## src/rtl/latched_sipo_expander.sv

```systemverilog
module latched_sipo_expander #(
  parameter int WIDTH       = 8,
  parameter int SYNC_STAGES = 2
) (
  input  logic             clk,
  input  logic             rst_n,
  input  logic             ser_in,
  input  logic             shift_stb,
  input  logic             latch_stb,
  input  logic             clr_n,
  input  logic             oe_n,
  output logic [WIDTH-1:0] par_out,
  output logic             out_en,
  output logic             cascade_out
);

  localparam int TOP = WIDTH - 1;
  localparam int SL  = SYNC_STAGES - 1;

  logic [SL:0]    shf_pipe, lat_pipe, dat_pipe;
  logic           shf_last, lat_last;
  logic           shf_edge, lat_edge;
  logic [TOP:0]   chain, store;

  always_ff @(posedge clk) begin
    if (!rst_n) begin
      shf_pipe <= '0;
      lat_pipe <= '0;
      dat_pipe <= '0;
      shf_last <= 1'b0;
      lat_last <= 1'b0;
    end else begin
      shf_pipe <= {shf_pipe[SL-1:0], shift_stb};
      lat_pipe <= {lat_pipe[SL-1:0], latch_stb};
      dat_pipe <= {dat_pipe[SL-1:0], ser_in};
      shf_last <= shf_pipe[SL];
      lat_last <= lat_pipe[SL];
    end
  end

  assign shf_edge = shf_pipe[SL] & ~shf_last;
  assign lat_edge = lat_pipe[SL] & ~lat_last;

  always_ff @(posedge clk) begin
    if (!rst_n)        chain <= '0;
    else if (!clr_n)   chain <= '0;
    else if (shf_edge) chain <= {chain[TOP-1:0], dat_pipe[SL]};
  end

  always_ff @(posedge clk) begin
    if (!rst_n)        store <= '0;
    else if (lat_edge) store <= chain;
  end

  assign out_en      = ~oe_n;
  assign par_out     = oe_n ? '0 : store;
  assign cascade_out = chain[TOP];

endmodule

```

## config.mk

```make
export PLATFORM = sky130hd
export DESIGN_NAME = latched_sipo_expander
export DESIGN_NICKNAME = d
export VERILOG_FILES = /design/src/rtl/latched_sipo_expander.sv
export SDC_FILE = /design/constraint.sdc
export NUM_CORES = 1
export LEC_CHECK = 0
export ABC_AREA = 1
export BUFFER_PORTS_ARGS = -buffer_cell sky130_fd_sc_hd__buf_2
export CORE_MARGIN = 4
export CORE_UTILIZATION = 53
export CTS_CLUSTER_SIZE = 14
export DETAILED_ROUTE_END_ITERATION = 16
export GPL_TIMING_DRIVEN = 0
export PLACE_DENSITY = 0.79
export SKIP_LAST_GASP = 1
export SLEW_MARGIN = 20
export SYNTH_ARGS = -nofsm -noshare
export SYNTH_HDL_FRONTEND = slang
export SYNTH_SLANG_ARGS = --single-unit
```

## constraint.sdc

```tcl
create_clock -name clk -period 1 [get_ports clk]
set_input_delay 0.2 -clock clk [delete_from_list [all_inputs] [get_ports clk]]
set_output_delay 0.2 -clock clk [all_outputs]
set_load 0.01 [all_outputs]
```

==> impl_metrics.json, run 1 <==
{
  "grt_antenna_before_repair": 0,
  "synth_top_family_by_area": "simple AND/OR/NAND/NOR gates",
  "worstMarginPinSlew_ps": 330,
  "max-clock-path-buffers": 2,
  "synth_xor_area_share_pct": 0,
  "synth_common_cells": "nor2_1 (40), inv_1 (28), nand2_1 (27)",
  "synth_most_common_cell": "nor2_1",
  "setup_violations": 8,
  "worstReg2RegEnd": "chain[3]",
  "fin_crit_sh_pct": 108,
  "p_seq_share_pct": 63.7,
  "slew_violations": 0,
  "violations": "negative setup slack",
  "wl_per_cell_um": 8.42,
  "die_area_sq_mm": 0.00260,
  "vias_per_cell": 4.35,
  "gp_congestion": 0.742,
  "yosys-top-cells-area": "dfxtp_1 (49%), nor2_1 (15%), inv_1 (11%), nand2_1 (10%), nand3_1 (7.7%)",
  "synthArstFlopShare_pct": 0,
  "drtIter0Drc": 17,
  "dpl.hpwl_mm": 1.19,
  "min_path_cells": 3,
  "core_sq_mm": 0.00175,
  "die_h_um": 51.0,
  "ys_ff_latch": 24,
  "start_kind": "flip-flop",
  "fin_worst_skew_ps": 1.57,
  "fin_tns_setup_ps": -618,
  "cp.arrival_ps": 880,
  "worstSetupPathType": "flip-flop to output port",
  "die_w_um": 51.0,
  "synth_top_cell_by_area": "dfxtp_1",
  "syn2layout_area_growth_pct": 18.1,
  "yosysWarnings": 0,
  "grt_max_degree": 13,
  "synth_edf_count": 0,
  "timing.fmax_ghz": 0.922,
  "cap_violations": 0,
  "clk_latency_ps": 300,
  "ys.flop_type": "dfxtp_1",
  "period_minus_slack_ps": 1080,
  "rsz0062_at_grt": "true",
  "switchingPower_uw": 377,
  "synth-simple-area-share_pct": 35.6,
  "grt.total_usage_pct": 14.8,
  "synthAdderAreaFrac_pct": 0,
  "drive_gt1_share_pct": 28.5,
  "clkPwrFrac_pct": 25.1,
  "ff2ff_setup_slack_ps": 100,
  "critPathCaptureType": "output port",
  "hp-start": "shift_stb",
  "cp.required_ps": 800,
  "ant_nets": 0,
  "dpl-instance-area_sq_mm": 0.00108,
  "syn-num-nets": 151,
  "synth-compound-area-share_pct": 0,
  "num_vias": 826,
  "worstPathMaxFanout": 2,
  "grt_pass1_vias": 758,
  "pwr-share-comb_pct": 11.1,
  "place_worst_setup_slack_ps": 86.3,
  "cts.clk_slew.worst_paths_ps": 120,
  "peakVddDrop_v": 0.00100,
  "synth_top_cell_area_share_pct": 49.0,
  "finalHoldViolCount": 0,
  "netlist_area_sq_um": 981,
  "r2r_cells": 6,
  "cts_sinks": 24,
  "p_leak_uw": 0.000577,
  "avgSynthCellArea_sq_um": 6.81,
  "placementRows": 15,
  "cts_max_level": 1,
  "cts_root_buf": "clkbuf_4",
  "io_buffer_count": 14,
  "grt.overflow.total": 0,
  "holdPathEnd": "shf_pipe[0]",
  "grt_pass1_wl_mm": 2.93,
  "r2r_start": "shf_pipe[1]",
  "setup_ws_ps": -84.9,
  "p_sw_share_pct": 23.7,
  "synth_cells": 144,
  "p_int_uw": 1210,
  "status": "finished, violations left",
  "drt_pass1_iterations": 4,
  "synth-seq-area-share_pct": 49.0,
  "final_nets": 174,
  "finalInstanceArea_sq_mm": 0.00116,
  "slew_headroom_pct": 78.0,
  "min-delay-path-class": "primary input to flip-flop",
  "yosysUniqueCellTypes": 11,
  "holdWs_ps": 72.7,
  "tritoncts": "yes",
  "cts_made_buffers": 3,
  "antenna_cells": 0,
  "ios": 17,
  "power_density_mw_per_mm2": 1370,
  "drt_wl_total_mm": 1.60,
  "synthMuxAreaShare_pct": 0,
  "drc": 0,
  "floorplan.initialDensity_pct": 56.2
}
==> repair_timing <==
action,CTS,global route
setup buffers,1,3
gates resized for setup,9,10
endpoints found under the hold margin,0,0
pin swaps,0,4
endpoints found under the setup margin,9,18
hold buffers,0,0
==> critical path: stages, from the launching register on <==
cell and delay [ps]:
dfxtp_2 350, inv_2 30, nor2_1 70, buf_2 130
==> cell type report <==
class                           instances  area [sq um]
Fill cell                             167           587
Sequential cell                        24           494
Multi-Input combinational cell         84           349
Inverter                               31           116
Timing Repair Buffer                   18           106
Buffer                                  5          38.8
Tap cell                               25          31.3
Clock buffer                            3          22.5
==> cell families after synthesis <==
logic type | after synthesis
AND/OR/NAND/NOR | 84
buffers and inverters | 36
flip-flops | 24
==> worst max-delay path by stage <==
stage,from,to,cells past startpoint
2_1_floorplan,lat_pipe[1],store[0],5
3_3_place_gp,oe_n,par_out[2],3
3_5_place_dp,oe_n,par_out[3],3
4_1_cts,store[5],par_out[5],3
5_1_grt,store[5],par_out[5],3
6_report,store[0],par_out[0],3
==> metrics by stage <==
stage | std cells | util (%) | total power [uW]
2_1_floorplan | 144 | - | 1150
3_3_place_gp | 183 | 62.0 | 1190
3_5_place_dp | 183 | 62.0 | 1200
4_1_cts | 187 | 64.4 | 1600
5_1_grt | 190 | 66.4 | 1700
6_report | 190 | 66.4 | 1590
==> state kept, by name, indices dropped and copies added (netlist names) <==
register  flops
dat_pipe      2
shf_pipe      2
lat_last      1
store         8
shf_last      1
lat_pipe      2
chain         8
==> layout by cell type (no fill, tap or decap) <==
cell type,instances
buf_2,14
buf_4,5
buf_6,3
clkbuf_1,1
clkbuf_4,3
dfxtp_1,13
dfxtp_2,11
inv_1,22
inv_2,9
nand2_1,27
nand3_1,15
nor2_1,40
nor2_4,2
==> power groups by stage <==
stage	Clock, uW	Sequential (uW)	Combinational [uW]
after global routing	472	1020	205
after CTS	417	1010	168
after floorplan	0	1030	128
after detailed placement	0	1030	166
after global placement	0	1030	162
final	399	1010	177
==> routing by layer <==
| metal | global-route usage (%) | share of wire [%] | vias to the layer above |
|---|---|---|---|
| met5 | 0 | 0 | - |
| met4 | 9.42 | 1.7 | 0 |
| met1 | 15.8 | 46 | 347 |
| li1 | - | - | 454 |
| met2 | 26.2 | 48 | 21 |
| met3 | 2.92 | 4.8 | 4 |
Power figures use the tool's default switching activity.
==> inputs of run 2 (changes only) <==
Settings changed: REMOVE_ABC_BUFFERS from default to 1.
==> run 2 against run 1 <==
Against the previous run: register-to-register slack barely moved; the run still ends with negative setup slack left; die area stayed put; maximum frequency fell by 1.1%; combinational power is 9.6% lower; design area is 0.11% lower; critical endpoint is now par_out[1]; non-clock buffer count shrank 4.
==> impl_metrics.json, run 2 (same netlist as run 1, synthesis figures left out) <==
{
  "finalHoldViolCount": 0,
  "placed_cells": 180,
  "power_density_mw_per_mm2": 1610,
  "violations": "negative setup slack",
  "rsz0062_at_grt": "true",
  "crit_chain": "inv_2 > nor2_1 > buf_2",
  "worstSetupPathType": "flip-flop to output port",
  "die_area_sq_mm": 0.00260,
  "drt_pass1_iterations": 4,
  "fin_worst_skew_ps": 10.3,
  "p_seq_share_pct": 54.3,
  "cts_sinks": 24,
  "die_w_um": 51.0,
  "worstPathMaxFanout": 2,
  "p_int_uw": 1460,
  "fin_tns_setup_ps": -692,
  "num_vias": 834,
  "final_common_cell": "nor2_1",
  "most-common-layout-cells": "nor2_1 (40), nand2_1 (27), inv_1 (25), nand3_1 (15), buf_2 (15)",
  "start_kind": "flip-flop",
  "finalInstanceArea_sq_mm": 0.00116,
  "max-clock-path-buffers": 2,
  "io_buffer_count": 16,
  "vias_per_cell": 4.46,
  "drt_wl_total_mm": 1.63,
  "setup_violations": 8,
  "cts_max_level": 1,
  "dpl-instance-area_sq_mm": 0.00106,
  "p_sw_share_pct": 21.6,
  "grt_pass1_vias": 722,
  "drc": 0,
  "slew_headroom_pct": 81.6,
  "min-delay-path-class": "primary input to flip-flop",
  "gp_congestion": 0.732,
  "core_sq_mm": 0.00175,
  "grt.total_usage_pct": 14.2,
  "fin_crit_sh_pct": 110,
  "cp.arrival_ps": 900,
  "drive_gt1_share_pct": 25.9,
  "period_minus_slack_ps": 1100,
  "antenna_cells": 0,
  "switchingPower_uw": 404,
  "top_regs": "chain x8, store x8",
  "die_h_um": 51.0,
  "timing.fmax_ghz": 0.912,
  "worstMarginPinSlew_ps": 275,
  "placementRows": 15,
  "ant_nets": 0,
  "clkPwrFrac_pct": 37.2,
  "clk_latency_ps": 320,
  "wl_per_cell_um": 8.71,
  "cap_violations": 0,
  "cts_root_buf": "clkbuf_4",
  "status": "finished, violations left",
  "final_nets": 170,
  "grt_antenna_before_repair": 0,
  "postCtsHoldBufs": 0,
  "floorplan.initialDensity_pct": 56.2,
  "critPathCaptureType": "output port",
  "p_leak_uw": 0.000573,
  "ios": 17,
  "cts_made_buffers": 3,
  "cp_slowest_stage_delay_ps": 350,
  "cts.clk_slew.worst_paths_ps": 130,
  "tritoncts": "yes",
  "slew_violations": 0,
  "syn2layout_area_growth_pct": 18.0,
  "pwr-share-comb_pct": 8.5,
  "place_worst_setup_slack_ps": 7.37,
  "grt_pass1_wl_mm": 2.79,
  "grt_max_degree": 18,
  "crit_slowest_cell": "dfxtp_2",
  "layout.cells.non_filler": 187,
  "drtIter0Drc": 16,
  "peakVddDrop_v": 0.00125,
  "cp.required_ps": 800,
  "setup_ws_ps": -96.8,
  "dpl.hpwl_mm": 1.16,
  "grt.overflow.total": 0
}
run 2: cell types whose count changed in the layout (fill, tap and decap cells not counted), sizes merged:
cell,before,now
buf,22,19
bufinv,0,1
clkbuf,4,3
run 2: final timing paths:
kind	to	slack, ps	startpoint	cells after the start
hold reg to reg	dat_pipe[1]	420	dat_pipe[0]	2
hold / removal	shf_pipe[0]	50	shift_stb	3
setup / recovery	par_out[1]	-100	store[1]	3
setup reg to reg	chain[3]	90	shf_last	4
run 2: worst max-delay path, delay by kind of cell, from the launching register on:
kind,cells,cell delay (ps)
buffers and inverters,2,160
DFF,1,350
and+or+nand+nor,1,70
run 2: power by group through the flow:
stage          sequential, uW  combinational (uW)  clock (uW)
4_1_cts                  1020                 155         709
3_3_place_gp             1040                 144           0
2_1_floorplan            1030                 101           0
3_5_place_dp             1040                 152           0
6_report                 1010                 160         694
5_1_grt                  1020                 187         744
run 2: layout make-up:
class                      count  area (sq um)
clock buffer                   3          22.5
clock inverter                 1          30.0
fill                         167           588
inverter                      31           116
multi-input combinational     84           349
sequential                    24           499
tap                           25          31.3
timing repair buffer          19           109
run 2: through the flow:
step	util (%)	hold slack (ps)	power, uW
final	66.3	51.2	1870
after global routing	66.3	59.6	1950
after CTS	64.8	45.9	1880
after detailed placement	60.6	387	1190
after global placement	60.6	381	1180
after floorplan	-	293	1130
run 2: what timing repair did:
action,4_1_cts,5_1_grt
setup buffers,1,2
setup endpoints to repair,20,16
pin swaps,2,3
endpoints found under the hold margin,0,0
resized for setup,12,5
run 2: per-layer routing:
layer | up-vias | part of all wire [%] | GRT usage, %
met4 | 0 | 0.98 | 8.07
met3 | 2 | 5.9 | 2.62
met5 | - | 0 | 0
met2 | 21 | 52 | 27.3
met1 | 363 | 42 | 14.0
li1 | 448 | - | -
